## src/rtl/zfc_pkg.sv

```systemverilog
`timescale 1ns/1ps
package zfc_pkg;
  // Strobes issued by the window control towards the datapath
  typedef struct packed {
    logic init;    // reinitialise accumulators (start pulse)
    logic accept;  // a valid sample inside the open window
    logic finish;  // last cycle of the window: latch results
  } zfcStrobe_t;
endpackage

```

## src/rtl/zfc_ctrl.sv

```systemverilog
`timescale 1ns/1ps
module zfc_ctrl
  import zfc_pkg::*;
#(
  parameter int SAMPLE_W = 10,
  parameter int RUN_W    = 8,
  parameter int WIN_W    = 32
) (
  input  logic                clk,
  input  logic                rstN,
  input  logic                start,
  input  logic                sampleValid,
  input  logic [SAMPLE_W-1:0] thresholdIn,
  input  logic [RUN_W-1:0]    runReqIn,
  input  logic [WIN_W-1:0]    windowLenIn,
  output zfcStrobe_t          strb,
  output logic [SAMPLE_W-1:0] thrQ,
  output logic [RUN_W-1:0]    runReqQ,
  output logic                done
);
  localparam logic [WIN_W-1:0] ONE = WIN_W'(1);

  logic             busy;
  logic [WIN_W-1:0] timer;
  logic [WIN_W-1:0] winLenQ;
  logic             lastCycle;

  assign lastCycle   = busy && (timer == winLenQ - ONE);
  assign strb.init   = start;
  assign strb.accept = busy && sampleValid && !start;
  assign strb.finish = lastCycle && !start;

  always_ff @(posedge clk or negedge rstN) begin
    if (!rstN) begin
      busy    <= 1'b0;
      done    <= 1'b0;
      timer   <= '0;
      winLenQ <= ONE;
      thrQ    <= '0;
      runReqQ <= '0;
    end else if (start) begin
      busy    <= 1'b1;
      done    <= 1'b0;
      timer   <= '0;
      winLenQ <= (windowLenIn == '0) ? ONE : windowLenIn;
      thrQ    <= thresholdIn;
      runReqQ <= runReqIn;
    end else if (busy) begin
      if (lastCycle) begin
        busy <= 1'b0;
        done <= 1'b1;
      end else begin
        timer <= timer + ONE;
      end
    end
  end

  // done only falls because of a start pulse
  assert_done_held_R9: assert property (@(posedge clk) disable iff (!rstN)
    $fell(done) |-> $past(start));

  // done rises only at the end of an open window
  assert_done_after_window_R3: assert property (@(posedge clk) disable iff (!rstN)
    $rose(done) |-> $past(busy));

  // window open and results ready are exclusive
  assert_busy_done_excl_R3: assert property (@(posedge clk) disable iff (!rstN)
    !(busy && done));
endmodule

```

## src/rtl/zfc_datapath.sv

```systemverilog
`timescale 1ns/1ps
module zfc_datapath
  import zfc_pkg::*;
#(
  parameter int SAMPLE_W = 10,
  parameter int RUN_W    = 8,
  parameter int CNT_W    = 32
) (
  input  logic                clk,
  input  logic                rstN,
  input  zfcStrobe_t          strb,
  input  logic [SAMPLE_W-1:0] sampleData,
  input  logic [SAMPLE_W-1:0] thrQ,
  input  logic [RUN_W-1:0]    runReqQ,
  output logic [CNT_W-1:0]    freqOut,
  output logic [SAMPLE_W-1:0] maxOut,
  output logic [SAMPLE_W-1:0] minOut,
  output logic [CNT_W-1:0]    cntOut
);
  localparam logic [SAMPLE_W-1:0] MIN_INIT = {SAMPLE_W{1'b1}};
  localparam logic [CNT_W-1:0]    CNT_ONE  = CNT_W'(1);
  localparam logic [RUN_W-1:0]    RUN_ONE  = RUN_W'(1);

  logic [RUN_W-1:0]    runAcc, runNext;
  logic                armedAcc, armedNext;
  logic [CNT_W-1:0]    freqAcc, freqNext;
  logic [CNT_W-1:0]    cntAcc, cntNext;
  logic [SAMPLE_W-1:0] minAcc, minNext;
  logic [SAMPLE_W-1:0] maxAcc, maxNext;
  logic                isAbove, isZero;

  assign isAbove = sampleData > thrQ;
  assign isZero  = (sampleData == '0);

  always_comb begin
    runNext   = runAcc;
    armedNext = armedAcc;
    freqNext  = freqAcc;
    cntNext   = cntAcc;
    minNext   = minAcc;
    maxNext   = maxAcc;
    if (strb.accept) begin
      cntNext = cntAcc + CNT_ONE;
      if (sampleData < minAcc) minNext = sampleData;
      if (sampleData > maxAcc) maxNext = sampleData;
      if (isAbove) begin
        if (runAcc >= runReqQ) armedNext = 1'b1;
        else                   runNext   = runAcc + RUN_ONE;
      end else begin
        runNext = '0;
        if (isZero) begin
          if (armedAcc) freqNext = freqAcc + CNT_ONE;
          armedNext = 1'b0;
        end
      end
    end
  end

  always_ff @(posedge clk or negedge rstN) begin
    if (!rstN) begin
      runAcc   <= '0;
      armedAcc <= 1'b0;
      freqAcc  <= '0;
      cntAcc   <= '0;
      minAcc   <= MIN_INIT;
      maxAcc   <= '0;
    end else if (strb.init) begin
      runAcc   <= '0;
      armedAcc <= 1'b0;
      freqAcc  <= '0;
      cntAcc   <= '0;
      minAcc   <= MIN_INIT;
      maxAcc   <= '0;
    end else begin
      runAcc   <= runNext;
      armedAcc <= armedNext;
      freqAcc  <= freqNext;
      cntAcc   <= cntNext;
      minAcc   <= minNext;
      maxAcc   <= maxNext;
    end
  end

  // Results take the next-state values so a last-cycle sample is included
  always_ff @(posedge clk or negedge rstN) begin
    if (!rstN) begin
      freqOut <= '0;
      maxOut  <= '0;
      minOut  <= '0;
      cntOut  <= '0;
    end else if (strb.finish) begin
      freqOut <= freqNext;
      maxOut  <= maxNext;
      minOut  <= minNext;
      cntOut  <= cntNext;
    end
  end

  // frequency accumulator never steps by more than one
  assert_freq_step_R6: assert property (@(posedge clk) disable iff (!rstN)
    !strb.init |=> (freqAcc - $past(freqAcc)) <= CNT_ONE);

  // arming only follows an accepted above sample
  assert_arm_on_above_R5: assert property (@(posedge clk) disable iff (!rstN)
    $rose(armedAcc) |-> $past(strb.accept && isAbove));

  // once any sample is seen, minimum never exceeds maximum
  assert_min_le_max_R8: assert property (@(posedge clk) disable iff (!rstN)
    (cntAcc != '0) |-> (minAcc <= maxAcc));

  // result ports move only on a finish strobe
  assert_results_hold_R9: assert property (@(posedge clk) disable iff (!rstN)
    !strb.finish |=> ($stable(freqOut) && $stable(cntOut) && $stable(minOut) && $stable(maxOut)));
endmodule

```

## src/rtl/zero_return_freq_counter.sv

```systemverilog
`timescale 1ns/1ps
module zero_return_freq_counter
  import zfc_pkg::*;
#(
  parameter int SAMPLE_W = 10,
  parameter int RUN_W    = 8,
  parameter int WIN_W    = 32,
  parameter int CNT_W    = 32
) (
  input  logic                clk,
  input  logic                rstN,
  input  logic                start,
  input  logic                sampleValid,
  input  logic [SAMPLE_W-1:0] sampleData,
  input  logic [SAMPLE_W-1:0] thresholdIn,
  input  logic [RUN_W-1:0]    runReqIn,
  input  logic [WIN_W-1:0]    windowLenIn,
  output logic                done,
  output logic [CNT_W-1:0]    freqCount,
  output logic [SAMPLE_W-1:0] maxSample,
  output logic [SAMPLE_W-1:0] minSample,
  output logic [CNT_W-1:0]    sampleCount
);
  zfcStrobe_t          strb;
  logic [SAMPLE_W-1:0] thrQ;
  logic [RUN_W-1:0]    runReqQ;

  zfc_ctrl #(.SAMPLE_W(SAMPLE_W), .RUN_W(RUN_W), .WIN_W(WIN_W)) u_ctrl (
    .clk(clk), .rstN(rstN), .start(start), .sampleValid(sampleValid),
    .thresholdIn(thresholdIn), .runReqIn(runReqIn), .windowLenIn(windowLenIn),
    .strb(strb), .thrQ(thrQ), .runReqQ(runReqQ), .done(done)
  );

  zfc_datapath #(.SAMPLE_W(SAMPLE_W), .RUN_W(RUN_W), .CNT_W(CNT_W)) u_datapath (
    .clk(clk), .rstN(rstN), .strb(strb), .sampleData(sampleData),
    .thrQ(thrQ), .runReqQ(runReqQ),
    .freqOut(freqCount), .maxOut(maxSample), .minOut(minSample), .cntOut(sampleCount)
  );
endmodule

```

## config.mk

```make
export PLATFORM = sky130hd
export DESIGN_NAME = zero_return_freq_counter
export DESIGN_NICKNAME = d
export VERILOG_FILES = /design/src/rtl/zfc_pkg.sv /design/src/rtl/zfc_ctrl.sv /design/src/rtl/zfc_datapath.sv /design/src/rtl/zero_return_freq_counter.sv
export SDC_FILE = /design/constraint.sdc
export NUM_CORES = 1
export LEC_CHECK = 0
export ABC_AREA = 1
export CAP_MARGIN = 5
export CORE_ASPECT_RATIO = 2
export CORE_MARGIN = 3
export CORE_UTILIZATION = 63
export CTS_CLUSTER_DIAMETER = 80
export CTS_CLUSTER_SIZE = 20
export DETAILED_ROUTE_END_ITERATION = 7
export GPL_TIMING_DRIVEN = 0
export PLACE_DENSITY_LB_ADDON = 0.25
export RECOVER_POWER = 100
export SYNTH_ARGS = -nofsm -noshare
export SYNTH_HDL_FRONTEND = slang
export SYNTH_SLANG_ARGS = --single-unit
```

## constraint.sdc

```tcl
create_clock -name clk -period 5.8 [get_ports clk]
set_clock_uncertainty 0.2 [all_clocks]
set_input_delay 1.45 -clock clk [delete_from_list [all_inputs] [get_ports clk]]
set_output_delay 1.45 -clock clk [all_outputs]
set_load 0.01 [all_outputs]
```

==> results.json, run 1 <==
{
  "top_usage_layer": "met2",
  "totalWireLength_um": 52900,
  "hold_slack_ns": 0.285,
  "synth_nets": 2355,
  "gpl.final_weighted_congestion": 1.05,
  "final.period_utilization_pct": 80.3,
  "clock_tree.root_cell": "clkbuf_16",
  "floorplan.core_area_mm2": 0.0246,
  "worst_skew_late_latency_ns": 0.53,
  "post-synth-top-area-cell": "dfrtp_1",
  "synth_xor_area_share_pct": 6.17,
  "design.portCount": 149,
  "drc_violations": 0,
  "first_global_vias": 16100,
  "synth.ff_latch_count": 261,
  "max_clock_freq_mhz": 215,
  "detail_route.iter0.violations": 1094,
  "post_synth_num_cell_types": 37,
  "max_cap_viol_count": 2,
  "critical_path.startpoint": "start",
  "reg2regPathDepth": 16,
  "crit_required_ns": 6.02,
  "synth.mux.area_fraction_pct": 0.0630,
  "yosys.area.top_type_share_pct": 39.4,
  "worstReg2RegEnd": "u_datapath.freqOut[9]$_DFFE_PN0P_",
  "power.static_leakage_uw": 0.00902,
  "synth_top_family_by_area": "simple AND/OR/NAND/NOR gates",
  "global_route.usage.met2_pct": 71.0,
  "route.detailed.wl_per_inst_um": 19.2,
  "synth-adder-area-share_pct": 3.31,
  "tritoncts": "done",
  "worst_setup_hold_path_clk_slew_ns": 0.08,
  "worst-endpoint-arrival_ns": 4.87,
  "floorplan.die.height_um": 231,
  "rsz0062_at_grt": "no",
  "synth_area_in_compound_gates_pct": 4.41,
  "ys.flop_type": "dfrtp_1",
  "crit_path_max_fanout": 10,
  "num_vias": 15400,
  "irDropWorstVdd_v": 0.000265,
  "detail-route-antenna-nets": 0,
  "synth_warnings": 0,
  "transition_time_at_the_pin_with_the_least_slew_margin_ns": 1.71,
  "synth_edf_count": 0,
  "drv_slew": 155,
  "area_growth_syn_to_layout_pct": 14.6,
  "cts_num_sinks": 261,
  "numPortBuffers": 148,
  "first_pass_iters": 7,
  "async_flop_share_pct": 100,
  "critical_path.startpoint_type": "primary input",
  "cts_repair_resize_count": 0,
  "detailedPlacementHpwl_um": 41300,
  "setup_viol": 0,
  "final.min_clock_period_ns": 4.66,
  "post_cts_hold_buffer_count": 0,
  "drive_above_1_share_pct": 3.13,
  "post-cts-setup-buffers": 0,
  "route.detailed.vias_per_inst": 5.60,
  "criticalPathCategory": "in2reg",
  "run_status": "finished with violations",
  "synth.yosys.seq_area_share_pct": 41.2,
  "syn_inst": 2249,
  "synth_top_area_cells": "dfrtp_1 (39%), nand2_1 (15%), inv_1 (8.5%)",
  "power_density_of_the_placed_cells_mw_per_mm2": 200,
  "violations_in_the_final_reports": "max-capacitance violations, max-slew violations",
  "syn_area_mm2": 0.0159,
  "grtUsageTotal_pct": 38.8,
  "global_route.overflow_total": 0,
  "cts_buffers": 17,
  "timing.reg2reg.setup_slack_ns": 1.31,
  "std_cell_rows": 81,
  "grt_met3_use_pct": 6.91,
  "dieArea_mm2": 0.0273,
  "fin_util_pct": 74.0,
  "timing.hold.worst.class": "reg2reg",
  "use_met1_pct": 34.0,
  "timing_hold_violations_final": 0,
  "grt_start_max_net_pins": 127,
  "initial_core_util_pct": 64.6,
  "slew_headroom_pct": -14.0,
  "floorplan.die.width_um": 118,
  "yosys.area_share.simple_pct": 33.7,
  "grt_pass1_wl_um": 82100,
  "crit_path_end": "u_datapath.freqOut[9]$_DFFE_PN0P_",
  "htree_num_levels": 1,
  "end_kind": "flip-flop",
  "initial_antenna_violation_count": 1,
  "max-clock-path-buffers": 3,
  "post_synth.cell_area_avg_um2": 7.07,
  "final_nets": 2524,
  "worstReg2RegStart": "u_ctrl.winLenQ[9]$_DFFE_PN0P_"
}
-- sequential cells by signal (all words and copies together) (netlist names) --
signal               count
u_ctrl.busy              1
u_ctrl.thrQ             10
u_datapath.maxOut       10
u_datapath.armedAcc      1
u_ctrl.runReqQ           8
u_ctrl.winLenQ          32
u_datapath.freqAcc      32
u_datapath.freqOut      32
u_datapath.cntAcc       32
u_datapath.cntOut       32
u_datapath.runAcc        8
u_datapath.minOut       10
u_ctrl.done              1
u_ctrl.timer            32
u_datapath.maxAcc       10
u_datapath.minAcc       10
-- per-stage QoR --
step / setup TNS (ns) / power (uW) / std cells / area [um2] / worst slack (ns)
after global routing: 0 / 3770 / 2757 / 18200 / 0.804
after CTS: 0 / 3640 / 2757 / 18300 / 1.56
after global placement: -1960.13 / 2450 / 2729 / 17800 / -7.68
after detailed placement: 0 / 2470 / 2731 / 17900 / 1.10
final: 0 / 3650 / 2758 / 18200 / 1.14
after floorplan: 0 / 2230 / 2249 / 15900 / 2.47
-- layer usage --
| layer | part of all wire, % | wire length [um] | vias to the layer above |
|---|---|---|---|
| li1 | - | - | 7324 |
| met2 | 52 | 27400 | 653 |
| met3 | 5.7 | 3000 | 299 |
| met4 | 12 | 6400 | 0 |
| met5 | 0 | 0 | - |
| met1 | 30 | 16100 | 7167 |
-- worst min path at each step --
stage | to | slack (ns) | start | cells past startpoint
finish | u_ctrl.done$_DFFE_PN0P_ | 0.29 | u_ctrl.done$_DFFE_PN0P_ | 2
detailed placement | u_datapath.minOut[1]$_DFFE_PN0P_ | 0.27 | u_datapath.minOut[1]$_DFFE_PN0P_ | 2
CTS | u_ctrl.done$_DFFE_PN0P_ | 0.30 | u_ctrl.done$_DFFE_PN0P_ | 2
global placement | u_datapath.minOut[0]$_DFFE_PN0P_ | 0.26 | u_datapath.minOut[0]$_DFFE_PN0P_ | 2
global route | u_ctrl.done$_DFFE_PN0P_ | 0.30 | u_ctrl.done$_DFFE_PN0P_ | 2
floorplan | u_ctrl.thrQ[0]$_DFFE_PN0P_ | 0.25 | u_ctrl.thrQ[0]$_DFFE_PN0P_ | 2
-- cells in the mapped netlist, types with 30 or more instances --
library cell	instances
nor3_1	43
xnor2_1	30
dfrtp_1	250
nand3_1	180
nand2_1	640
nor2_1	258
ha_1	42
nand4_1	70
o21ai_0	84
xor2_1	82
inv_1	361
clkbuf_1	47
-- logic make-up (layout without fill, tap and decap cells) --
kind of cell               count (synthesis)  after routing
and+or+nand+nor                         1254           1254
buffers and inverters                    444            620
DFF                                      261            261
AOI/OAI and AO/OA                        135            135
xor gates and xnor gates                 112            112
adders and majority gates                 42             42
muxes                                      1              1
other                                      0              1
-- power by group --
group          internal (uW)  switching [uW]
clock network            554             649
logic                    163             355
registers               1870            59.6
total                   2590            1060
-- cell usage in the layout, fill, tap and decap left out, drive strengths merged --
master	count
clkdlybuf4s50	60
xor2	82
nor3	43
mux2i	1
clkinv	3
nand3b	9
dfstp	11
o21bai	3
nor2	277
nor4	16
o21ai	97
clkbuf	89
o2111ai	2
buf	15
dlygate4sd3	87
nand3	180
xnor2	30
diode	1
a21o	2
nand4	70
o211ai	2
dfrtp	250
a21oi	29
nor3b	1
and2	1
inv	366
or2	10
ha	42
and3b	1
nand2	646
-- critical path, cell delays in order --
cell           delay, ns
dlygate4sd3_1       0.62
clkbuf_1            0.54
nor2_1              0.39
nand3_1             0.31
clkbuf_1            0.70
clkbuf_1            0.53
nand2_1             0.14
nand2_1             0.12
inv_1               0.05
-- area by class of cell --
| cell class | count | area, um2 |
|---|---|---|
| Multi-Input combinational cell | 1544 | 7560 |
| Antenna cell | 1 | 2.50 |
| Fill cell | 2015 | 6400 |
| Buffer | 78 | 333 |
| Tap cell | 332 | 415 |
| Clock inverter | 3 | 33.8 |
| Clock buffer | 23 | 448 |
| Inverter | 366 | 1370 |
| Timing Repair Buffer | 150 | 1510 |
| Sequential cell | 261 | 6550 |
Note: power is estimated with default switching activity, not from simulation.
==> run 2, diff against run 1 <==
CORE_UTILIZATION = 53   (was 63)
clock period = 4.1 ns   (was 5.8 ns; I/O delays follow)
==> run 2 against run 1 <==
Compared with the run above:
- highest routed layer unchanged
- final cell count is 1.3% higher
- combinational power up 42%
- the run still ends with max-capacitance violations, max-slew violations left
- non-clock buffer count is the same
- design area grew 0.52%
- critical path depth up 7
- critical path type is now reg2reg
- clock power increased by 44%
- register-to-register slack worse by 1.2 ns
- sequential cell count stayed put
- routed wire length grew 3.8%
- die area rose by 18%
- via count decreased by 2.5%
==> results.json, run 2 (synthesis gave the netlist of run 1 again) <==
{
  "run_status": "finished with violations",
  "violations_in_the_final_reports": "max-capacitance violations, max-slew violations",
  "dieArea_mm2": 0.0322,
  "first_global_vias": 15600,
  "power_density_of_the_placed_cells_mw_per_mm2": 284,
  "worst_slack_ns": 0.0990,
  "numPortBuffers": 148,
  "internal_power_uw": 3670,
  "grt_pass1_wl_um": 83900,
  "initial_core_util_pct": 53.9,
  "rsz0062_at_grt": "no",
  "clock_tree.root_cell": "clkbuf_16",
  "max_clock_freq_mhz": 250,
  "design.portCount": 149,
  "post_dp_cell_area_mm2": 0.0179,
  "drv_slew": 31,
  "final.period_utilization_pct": 97.6,
  "final.min_clock_period_ns": 4.00,
  "power.static_leakage_uw": 0.00906,
  "fin_util_pct": 62.1,
  "cts_num_sinks": 261,
  "post-place-ws_ns": -0.414,
  "first_pass_iters": 5,
  "grtUsageTotal_pct": 34.2,
  "worst-endpoint-arrival_ns": 4.25,
  "worst_skew_late_latency_ns": 0.53,
  "criticalPathCategory": "reg2reg",
  "grt_start_max_net_pins": 118,
  "timing_hold_violations_final": 0,
  "detail-route-antenna-nets": 0,
  "floorplan.die.height_um": 251,
  "layout_commonest_cell": "nand2_1",
  "cts_buffers": 17,
  "max-clock-path-buffers": 3,
  "switchingPower_uw": 1540,
  "gpl.final_weighted_congestion": 1.04,
  "initial_antenna_violation_count": 1,
  "num_vias": 15100,
  "sw_frac_of_total_pct": 29.5,
  "sequentialPowerShare_pct": 52.5,
  "drc_violations": 0,
  "route.detailed.wl_per_inst_um": 19.7,
  "worst_setup_hold_path_clk_slew_ns": 0.08,
  "htree_num_levels": 1,
  "post-cts-setup-buffers": 0,
  "drive_above_1_share_pct": 3.83,
  "irDropWorstVdd_v": 0.000364,
  "end_kind": "flip-flop",
  "floorplan.core_area_mm2": 0.0295,
  "max_cap_viol_count": 1,
  "global_route.overflow_total": 0,
  "critical_path.startpoint_type": "flip-flop",
  "crit_path_max_fanout": 10,
  "route.detailed.vias_per_inst": 5.39,
  "detail_route.iter0.violations": 789,
  "crit_required_ns": 4.35,
  "comb_power_share_pct": 14.2,
  "transition_time_at_the_pin_with_the_least_slew_margin_ns": 1.95,
  "floorplan.die.width_um": 128,
  "timing.hold.worst.class": "reg2reg",
  "tritoncts": "done",
  "setup_viol": 0,
  "p_clk_share_pct": 33.3,
  "totalWireLength_um": 54900,
  "detailedPlacementHpwl_um": 43800,
  "most-common-layout-cells": "nand2_1 (640), inv_1 (361), nor2_1 (259), dfrtp_1 (250), nand3_1 (180)",
  "std_cell_rows": 89,
  "post-route-cell-area_mm2": 0.0183,
  "slew_headroom_pct": -30.1,
  "area_growth_syn_to_layout_pct": 15.2,
  "final_nets": 2524
}
==> run 2: cell types whose count changed in the layout (fill, tap and decap cells not counted), moves of 2 or more <==
cell / change
clkbuf_1: -11
clkbuf_2: +7
buf_4: +4
nor2_1: -3
nor2_2: +3
buf_6: +2
inv_6: -2
==> run 2: routing by layer <==
| layer | GRT usage (%) | wire length (um) | vias to the layer above |
|---|---|---|---|
| met5 | 0 | 0 | - |
| met4 | 31.9 | 6330 | 0 |
| met3 | 5.53 | 2660 | 240 |
| met2 | 62.4 | 29000 | 497 |
| met1 | 30.9 | 17000 | 7012 |
| li1 | - | - | 7309 |
==> run 2: power by group through the flow <==
stage	sequential, uW	combinational [uW]	clock (uW)
finish	2740	737	1730
global route	2740	824	1840
CTS	2730	736	1770
detailed placement	2780	733	0
global placement	2780	706	0
floorplan	2740	417	0
==> run 2: worst paths after layout <==
check	slack (ns)	to	cells past startpoint	startpoint
setup / recovery	0.1	u_ctrl.timer[29]$_DFFE_PN0P_	16	u_ctrl.winLenQ[15]$_DFFE_PN0P_
hold / removal	0.29	u_datapath.minOut[8]$_DFFE_PN0P_	2	u_datapath.minOut[8]$_DFFE_PN0P_
setup reg to reg	0.1	u_ctrl.timer[29]$_DFFE_PN0P_	16	u_ctrl.winLenQ[15]$_DFFE_PN0P_
hold reg to reg	0.29	u_datapath.minOut[8]$_DFFE_PN0P_	2	u_datapath.minOut[8]$_DFFE_PN0P_
max in group asynchronous	0.45	u_datapath.cntOut[22]$_DFFE_PN0P_	3	rstN
min in group asynchronous	0.84	u_ctrl.thrQ[9]$_DFFE_PN0P_	1	rstN
==> run 2: worst max-delay path, stage by stage, from the launching register on <==
cell and delay (ns):
dfrtp_1 0.58, nor2_1 0.64, nand2_1 0.26, nor2_1 0.20
nand2_1 0.27, nor2_1 0.26, nand2_1 0.07, nand2_1 0.07
nand2_1 0.04, inv_1 0.05, nand2_1 0.04, nor2_1 0.25
nand3_1 0.31, nand2_2 0.23, buf_4 0.23, nand3_1 0.09
nand2_1 0.10
==> run 2: cell type report <==
class,instances,area [um2]
well taps,364,455
fillers,2786,11200
clock buffers,27,463
flip-flops and latches,261,6550
diodes,1,2.50
clock inverters,2,23.8
inverters,366,1370
repair buffers,150,1510
multi-input cells,1544,7570
plain buffers,78,369
==> run 2: stage by stage <==
stage / TNS, ns / cells / power, uW / hold WS (ns)
3_5_place_dp: -8.13 / 2763 / 3510 / 0.270
5_1_grt: 0 / 2793 / 5410 / 0.312
4_1_cts: 0 / 2792 / 5240 / 0.143
2_1_floorplan: 0 / 2249 / 3160 / 0.246
3_3_place_gp: -2420.84 / 2761 / 3490 / 0.267
6_report: 0 / 2793 / 5210 / 0.286
==> run 2: what timing repair did <==
action / CTS / global route
hold endpoints to repair: 0 / 0
hold buffers: 0 / 0
endpoints found under the setup margin: 0 / 2
resized for setup: 0 / 2
